**src/rtl/zbus_pkg.sv**
```systemverilog
package zbus_pkg;

  typedef enum logic [2:0] {
    S_IDLE = 3'd0,
    S_GAP  = 3'd1,
    S_T1   = 3'd2,
    S_TIW  = 3'd3,
    S_T2   = 3'd4,
    S_TBW  = 3'd5,
    S_T2B  = 3'd6,
    S_HOLD = 3'd7
  } seqState_t;

  // strobes from control to datapath
  typedef struct packed {
    logic loadReq;
    logic incAddr;
    logic capLow;
    logic capWide;
    logic capHigh;
  } dpCtl_t;

  localparam logic [2:0] BS_IDLE = 3'd0;
  localparam logic [2:0] BS_T1   = 3'd1;
  localparam logic [2:0] BS_TIW  = 3'd2;
  localparam logic [2:0] BS_T2   = 3'd3;
  localparam logic [2:0] BS_TBW  = 3'd4;
  localparam logic [2:0] BS_T2B  = 3'd5;
  localparam logic [2:0] BS_HOLD = 3'd6;

  function automatic logic [2:0] stateCode(seqState_t s);
    case (s)
      S_T1:    return BS_T1;
      S_TIW:   return BS_TIW;
      S_T2:    return BS_T2;
      S_TBW:   return BS_TBW;
      S_T2B:   return BS_T2B;
      S_HOLD:  return BS_HOLD;
      default: return BS_IDLE;
    endcase
  endfunction

endpackage

```
**src/rtl/zbus_ctrl.sv**
```systemverilog
module zbus_ctrl
  import zbus_pkg::*;
#(
  parameter int NUM_ZONES = 4,
  parameter int ZONE_W    = 2,
  parameter int WAIT_W    = 3,
  parameter int HOLD_W    = 2
) (
  input  logic                        clk,
  input  logic                        rstN,
  input  logic                        reqValid,
  input  logic [ZONE_W-1:0]           reqZone,
  input  logic                        reqWord,
  output logic                        reqReady,
  input  logic [NUM_ZONES-1:0]        cfgWide,
  input  logic [NUM_ZONES*WAIT_W-1:0] cfgWaits,
  input  logic [NUM_ZONES*HOLD_W-1:0] cfgHolds,
  input  logic [NUM_ZONES-1:0]        cfgBurst,
  input  logic [NUM_ZONES-1:0]        cfgBurstWait,
  input  logic [NUM_ZONES-1:0]        cfgIdlePre,
  input  logic [NUM_ZONES-1:0]        cfgIdlePost,
  output logic [NUM_ZONES-1:0]        zoneSel,
  output logic                        rdStrobe,
  output logic [2:0]                  busState,
  output logic                        rspDone,
  output dpCtl_t                      dpCtl
);

  localparam int CNT_W = (WAIT_W > HOLD_W) ? WAIT_W : HOLD_W;

  seqState_t         st, stNext;
  logic [CNT_W-1:0]  cnt, cntNext;
  logic [ZONE_W-1:0] curZone;
  logic              curWord;
  logic              doneQ;

  logic [WAIT_W-1:0] curWaits;
  logic [HOLD_W-1:0] curHolds;
  logic              needBurst, lastSt, accept, gapNeeded, active;

  assign curWaits  = cfgWaits[int'(curZone)*WAIT_W +: WAIT_W];
  assign curHolds  = cfgHolds[int'(curZone)*HOLD_W +: HOLD_W];
  assign needBurst = curWord && !cfgWide[curZone] && cfgBurst[curZone];

  assign lastSt = (st == S_T2  && !needBurst && curHolds == '0) ||
                  (st == S_T2B && curHolds == '0) ||
                  (st == S_HOLD && cnt == '0);

  assign reqReady  = (st == S_IDLE) || lastSt;
  assign accept    = reqValid && reqReady;
  assign gapNeeded = (st != S_IDLE) && (reqZone != curZone) &&
                     (cfgIdlePost[curZone] || cfgIdlePre[reqZone]);

  always_comb begin
    stNext  = st;
    cntNext = cnt;
    dpCtl   = '0;
    case (st)
      S_IDLE: stNext = S_IDLE;
      S_GAP:  stNext = S_T1;
      S_T1: begin
        if (curWaits != '0) begin
          stNext  = S_TIW;
          cntNext = CNT_W'(curWaits) - 1'b1;
        end else begin
          stNext = S_T2;
        end
      end
      S_TIW: begin
        if (cnt == '0) stNext = S_T2;
        else           cntNext = cnt - 1'b1;
      end
      S_T2: begin
        dpCtl.capLow  = 1'b1;
        dpCtl.capWide = cfgWide[curZone] && curWord;
        if (needBurst) begin
          dpCtl.incAddr = 1'b1;
          stNext = cfgBurstWait[curZone] ? S_TBW : S_T2B;
        end else if (curHolds != '0) begin
          stNext  = S_HOLD;
          cntNext = CNT_W'(curHolds) - 1'b1;
        end
      end
      S_TBW: stNext = S_T2B;
      S_T2B: begin
        dpCtl.capHigh = 1'b1;
        if (curHolds != '0) begin
          stNext  = S_HOLD;
          cntNext = CNT_W'(curHolds) - 1'b1;
        end
      end
      S_HOLD: if (cnt != '0) cntNext = cnt - 1'b1;
      default: stNext = S_IDLE;
    endcase
    if (lastSt) stNext = S_IDLE;
    if (accept) begin
      dpCtl.loadReq = 1'b1;
      stNext = gapNeeded ? S_GAP : S_T1;
    end
  end

  always_ff @(posedge clk) begin
    if (!rstN) begin
      st      <= S_IDLE;
      cnt     <= '0;
      curZone <= '0;
      curWord <= 1'b0;
      doneQ   <= 1'b0;
    end else begin
      st    <= stNext;
      cnt   <= cntNext;
      doneQ <= lastSt;
      if (accept) begin
        curZone <= reqZone;
        curWord <= reqWord;
      end
    end
  end

  assign active   = (st != S_IDLE) && (st != S_GAP);
  assign rdStrobe = (st == S_TIW) || (st == S_T2) || (st == S_TBW) || (st == S_T2B);
  assign busState = stateCode(st);
  assign rspDone  = doneQ;

  for (genvar z = 0; z < NUM_ZONES; z++) begin : g_sel
    assign zoneSel[z] = active && (int'(curZone) == z);
  end

  AST_STROBE_AFTER_T2: assert property (@(posedge clk) disable iff (!rstN)
    (st == S_T2 && !needBurst) |=> !rdStrobe);
  AST_STROBE_AFTER_T2B: assert property (@(posedge clk) disable iff (!rstN)
    (st == S_T2B) |=> !rdStrobe);
  AST_SEL_ONEHOT: assert property (@(posedge clk) disable iff (!rstN)
    $onehot0(zoneSel));
  AST_TBW_THEN_T2B: assert property (@(posedge clk) disable iff (!rstN)
    (busState == BS_TBW) |=> (busState == BS_T2B));
  AST_GAP_IS_IDLE: assert property (@(posedge clk) disable iff (!rstN)
    (accept && gapNeeded) |=> (zoneSel == '0 && busState == BS_IDLE));
  AST_DONE_SINGLE: assert property (@(posedge clk) disable iff (!rstN)
    rspDone |=> !rspDone);

endmodule

```
**src/rtl/zbus_datapath.sv**
```systemverilog
module zbus_datapath
  import zbus_pkg::*;
#(
  parameter int ADDR_W = 21
) (
  input  logic              clk,
  input  logic              rstN,
  input  dpCtl_t            dpCtl,
  input  logic [ADDR_W-1:0] reqAddr,
  input  logic [15:0]       busData,
  output logic [ADDR_W-1:0] busAddr,
  output logic [15:0]       rspData
);

  logic [ADDR_W-1:0] addrReg;
  logic [15:0]       dataReg;

  always_ff @(posedge clk) begin
    if (!rstN) begin
      addrReg <= '0;
      dataReg <= '0;
    end else begin
      if (dpCtl.loadReq)      addrReg <= reqAddr;
      else if (dpCtl.incAddr) addrReg <= addrReg + 1'b1;
      if (dpCtl.capLow)       dataReg <= dpCtl.capWide ? busData : {8'h00, busData[7:0]};
      if (dpCtl.capHigh)      dataReg[15:8] <= busData[7:0];
    end
  end

  assign busAddr = addrReg;
  assign rspData = dataReg;

  AST_BURST_ADDR_STEP: assert property (@(posedge clk) disable iff (!rstN)
    dpCtl.incAddr |=> (busAddr == ADDR_W'($past(busAddr) + 1'b1)));
  AST_HIGH_KEEPS_LOW: assert property (@(posedge clk) disable iff (!rstN)
    dpCtl.capHigh |=> (rspData[7:0] == $past(rspData[7:0])));

endmodule

```
**src/rtl/zbus_read_seq.sv**
```systemverilog
module zbus_read_seq
  import zbus_pkg::*;
#(
  parameter int NUM_ZONES = 4,
  parameter int ZONE_W    = $clog2(NUM_ZONES),
  parameter int ADDR_W    = 21,
  parameter int WAIT_W    = 3,
  parameter int HOLD_W    = 2
) (
  input  logic                        clk,
  input  logic                        rstN,
  input  logic                        reqValid,
  input  logic [ZONE_W-1:0]           reqZone,
  input  logic [ADDR_W-1:0]           reqAddr,
  input  logic                        reqWord,
  output logic                        reqReady,
  input  logic [NUM_ZONES-1:0]        cfgWide,
  input  logic [NUM_ZONES*WAIT_W-1:0] cfgWaits,
  input  logic [NUM_ZONES*HOLD_W-1:0] cfgHolds,
  input  logic [NUM_ZONES-1:0]        cfgBurst,
  input  logic [NUM_ZONES-1:0]        cfgBurstWait,
  input  logic [NUM_ZONES-1:0]        cfgIdlePre,
  input  logic [NUM_ZONES-1:0]        cfgIdlePost,
  output logic [ADDR_W-1:0]           busAddr,
  output logic [NUM_ZONES-1:0]        zoneSel,
  output logic                        rdStrobe,
  output logic [2:0]                  busState,
  input  logic [15:0]                 busData,
  output logic [15:0]                 rspData,
  output logic                        rspDone
);

  dpCtl_t dpCtl;

  zbus_ctrl #(
    .NUM_ZONES(NUM_ZONES), .ZONE_W(ZONE_W), .WAIT_W(WAIT_W), .HOLD_W(HOLD_W)
  ) u_ctrl (
    .clk(clk), .rstN(rstN),
    .reqValid(reqValid), .reqZone(reqZone), .reqWord(reqWord), .reqReady(reqReady),
    .cfgWide(cfgWide), .cfgWaits(cfgWaits), .cfgHolds(cfgHolds),
    .cfgBurst(cfgBurst), .cfgBurstWait(cfgBurstWait),
    .cfgIdlePre(cfgIdlePre), .cfgIdlePost(cfgIdlePost),
    .zoneSel(zoneSel), .rdStrobe(rdStrobe), .busState(busState),
    .rspDone(rspDone), .dpCtl(dpCtl)
  );

  zbus_datapath #(.ADDR_W(ADDR_W)) u_dp (
    .clk(clk), .rstN(rstN), .dpCtl(dpCtl), .reqAddr(reqAddr),
    .busData(busData), .busAddr(busAddr), .rspData(rspData)
  );

endmodule

```
**config.mk**
```make
export PLATFORM = sky130hd
export DESIGN_NAME = zbus_read_seq
export DESIGN_NICKNAME = d
export VERILOG_FILES = /design/src/rtl/zbus_pkg.sv /design/src/rtl/zbus_ctrl.sv /design/src/rtl/zbus_datapath.sv /design/src/rtl/zbus_read_seq.sv
export SDC_FILE = /design/constraint.sdc
export NUM_CORES = 1
export LEC_CHECK = 0
export ABC_AREA = 1
export BUFFER_PORTS_ARGS = -buffer_cell sky130_fd_sc_hd__clkbuf_2
export CAP_MARGIN = 20
export CORE_ASPECT_RATIO = 1.1
export CORE_MARGIN = 8
export CORE_UTILIZATION = 40
export CTS_CLUSTER_DIAMETER = 150
export DETAILED_ROUTE_END_ITERATION = 8
export PLACE_DENSITY = 0.74
export SETUP_SLACK_MARGIN = 0.15
export SLEW_MARGIN = 20
export SYNTH_ARGS = -nofsm -noshare
export SYNTH_HDL_FRONTEND = slang
export SYNTH_SLANG_ARGS = --single-unit
```
**constraint.sdc**
```tcl
create_clock -name clk -period 2.3 [get_ports clk]
set_input_delay 0.115 -clock clk [delete_from_list [all_inputs] [get_ports clk]]
set_output_delay 0.115 -clock clk [all_outputs]
set_load 0.02 [all_outputs]
```
==> impl_metrics.tcl <==
set metrics [dict create \
    vias 3812 \
    grt_overflow_total 0 \
    cts-buffers-inserted 5 \
    syn_to_final_growth_pct 25.9 \
    tritoncts "done" \
    nNetsFinal 733 \
    synth.area.top_cells "dfxtp_1 (28%), nand2_1 (17%), nand3_1 (7.4%)" \
    clkLatencyLatePin_ns 0.30 \
    wl_per_cell_um 14.5 \
    antenna_found_initial 0 \
    clockBufferDepth 2 \
    yosysTopAreaCellShare 0.278 \
    tns_ns 0 \
    dp_hpwl_um 8590 \
    io_pins 130 \
    routed_wl_um 11000 \
    cts_hold_buffers 0 \
    grt_pass1_vias 4014 \
    final_common_cell "nand2_1" \
    syn-instance-count 519 \
    status "complete, no violations" \
    syn_avg_cell_area_um2 6.53 \
    intPower_mw 2.21 \
    synth_cell_types 37 \
    grt_pass1_wl_um 18700 \
    powerDensity_mw_per_mm2 1000 \
    initial_core_util 0.407 \
    hp-class "in2reg" \
    hold_violations 0 \
    dr.pass1.iters 5 \
    clock-root-buffer "clkbuf_8" \
    die_y_um 113 \
    maxCapViolCount 0 \
    relSlewSlack 0.616 \
    pwr-share-clk 0.152 \
    cts_max_level 2 \
    grtUsageTotal 0.187 \
    antenna_left 0 \
    cpMostUsedCell "nand2_1" \
    post_dp_cell_area_mm2 0.00410 \
    leakage_nw 2.08 \
    drtIter0Drc 188 \
    die-area_mm2 0.0117 \
    fin_skew_ns 0.00953 \
    fmax_mhz 480 \
    cts.sinks 47 \
    crit_chain "clkinvlp_4 > nand2_1 > nand2_1 > nand2_1 > nand3_1 > nor2_2 > nand2_2 > nand3_4 > buf_8 > clkbuf_2" \
    layout-drive-gt1-share 0.320 \
    drc 0 \
    core.rowCount 35 \
    mostFrequentLayoutCells "nand2_1 (152), clkbuf_2 (129), nand3_1 (49)" \
    postLayoutCellArea_mm2 0.00426 \
    n_antenna_cell 0 \
    multi_input_area_mm2 0.00209 \
    rsz0062_at_grt "yes" \
    regArea_um2 945 \
    path_clk_slew_ns 0.10 \
    ys_seq_area_frac 0.278 \
    vdd_drop_max_uv 470 \
    ys_warn_count 0 \
    synth.ff_latch_count 47 \
    fin_crit_ns 2.08 \
    seq_power_share 0.297 \
    synth_nets 604 \
    nFillCells 889 \
    worstSetupStartpointType "register" \
    gp_congestion 0.906 \
    grt_max_degree 29 \
    crit_type "reg2out" \
    crit_fanout 21 \
    worst_slew_pin_slew_ns 0.576 \
    min_period_over_period 0.906 \
    core-area_mm2 0.00832 \
    cpPeakStageDelay_ns 0.42 \
    placed_cells 749 \
    slew_viol_final 0 \
    setup_viol 0 \
    dieWidth_um 104 \
    post-route-util 0.512 \
    io_buffers 129 \
    slowest_stage "dfxtp_2" \
    critPathRequiredTime_ns 2.18 \
    switching_share 0.483 \
    p_total_mw 4.27 \
    final_cells 760 \
    power_frac_comb 0.551 \
    p_switching_mw 2.06 \
    yosysTopAreaCell "dfxtp_1" \
    synth_area_mm2 0.00339 \
    end_kind "primary output" \
    critPathArrivalTime_ns 1.97 \
    vias_per_cell 5.02 \
]
==> metrics by stage <==
| stage | hold WS [ns] | worst slack, ns |
|---|---|---|
| after CTS | 0.0481 | 0.168 |
| after floorplan | 0.274 | 0.528 |
| after global routing | 0.0547 | 0.0779 |
| after detailed placement | 0.371 | 0.228 |
| after global placement | 0.366 | 0.257 |
| final | 0.0487 | 0.217 |
==> critical path, delay by kind of cell (launching register included) <==
family,cells,cell delay (ns)
DFF,1,0.42
and+or+nand+nor,7,0.68
buffers and inverters,3,0.56
==> power groups by stage <==
| stage | clock (mW) | sequential (mW) | combinational (mW) |
|---|---|---|---|
| 4_1_cts | 0.662 | 1.25 | 2.34 |
| 5_1_grt | 0.703 | 1.30 | 2.65 |
| 3_5_place_dp | 0 | 1.27 | 2.30 |
| 3_3_place_gp | 0 | 1.26 | 2.27 |
| 6_report | 0.649 | 1.27 | 2.35 |
| 2_1_floorplan | 0 | 1.35 | 1.65 |
==> what timing repair did <==
action	CTS	global route
cloned	0	1
pin swaps	0	0
gates resized for setup	4	6
endpoints found under the setup margin	1	4
buffers inserted	2	0
==> area by class of cell <==
cell class / count / area share
Inverter: 53 / 0.0481
Clock buffer: 6 / 0.0194
Tap cell: 111 / 0.0326
Clock inverter: 2 / 0.00822
Timing Repair inverter: 1 / 0.00176
Timing Repair Buffer: 143 / 0.179
Sequential cell: 47 / 0.222
Multi-Input combinational cell: 397 / 0.490
==> synthesized netlist by cell type <==
cell / instances
nand2_2: 6
nor2_4: 3
buf_12: 1
a21oi_1: 21
a21oi_2: 13
buf_6: 6
buf_8: 1
or2_2: 1
nor3b_1: 1
and2_1: 1
buf_2: 5
inv_1: 48
nand2_4: 1
nand2_1: 152
xor2_1: 13
a31oi_1: 9
inv_4: 1
nor2_2: 1
nand3_4: 1
nand3_2: 20
o211ai_1: 1
o21ai_0: 21
clkinv_1: 2
nand3b_1: 3
nor2_1: 49
inv_2: 2
o21ai_1: 1
dfxtp_1: 47
nand2_8: 1
o311ai_0: 1
nand3_1: 50
ha_1: 2
clkbuf_1: 8
nor3_1: 9
buf_4: 1
nand4_1: 8
xnor2_1: 8
==> sequential cells by signal, indices dropped and copies added, names as in the netlist <==
signal,flops
u_dp.busAddr,21
u_ctrl.curWord,1
u_dp.rspData,16
u_ctrl.rspDone,1
u_ctrl.st,3
u_ctrl.curZone,2
u_ctrl.cnt,3
==> cells by family (layout without fill, tap and decap cells) <==
family / count (synthesis) / after routing / synth area share
buffers and inverters: 75 / 205 / 0.108
adders and majority gates: 2 / 2 / 0.00739
DFF: 47 / 47 / 0.278
AOI/OAI and AO/OA: 67 / 67 / 0.119
xor gates and xnor gates: 21 / 21 / 0.0543
and+or+nand+nor: 307 / 307 / 0.434
==> per-layer routing <==
layer	global-route usage	routed length (um)	vias up	share of wire
met3	0.0493	679	16	0.061
met2	0.341	5510	120	0.50
met1	0.213	4680	1747	0.42
met5	0	0	-	0
li1	-	-	1929	-
met4	0.0396	167	0	0.015
==> path summary, 6_finish.rpt <==
path / endpoint / from / cells past startpoint / slack, ns
max: reqReady / u_ctrl.curZone[0] / 10 / 0.22
min: u_dp.rspData[9] / busData[9] / 3 / 0.05
max reg2reg: u_ctrl.cnt[2] / u_ctrl.curZone[0] / 11 / 0.34
min reg2reg: u_dp.rspData[1] / u_dp.rspData[1] / 2 / 0.49
No activity file was read; power rests on OpenSTA's default activity.
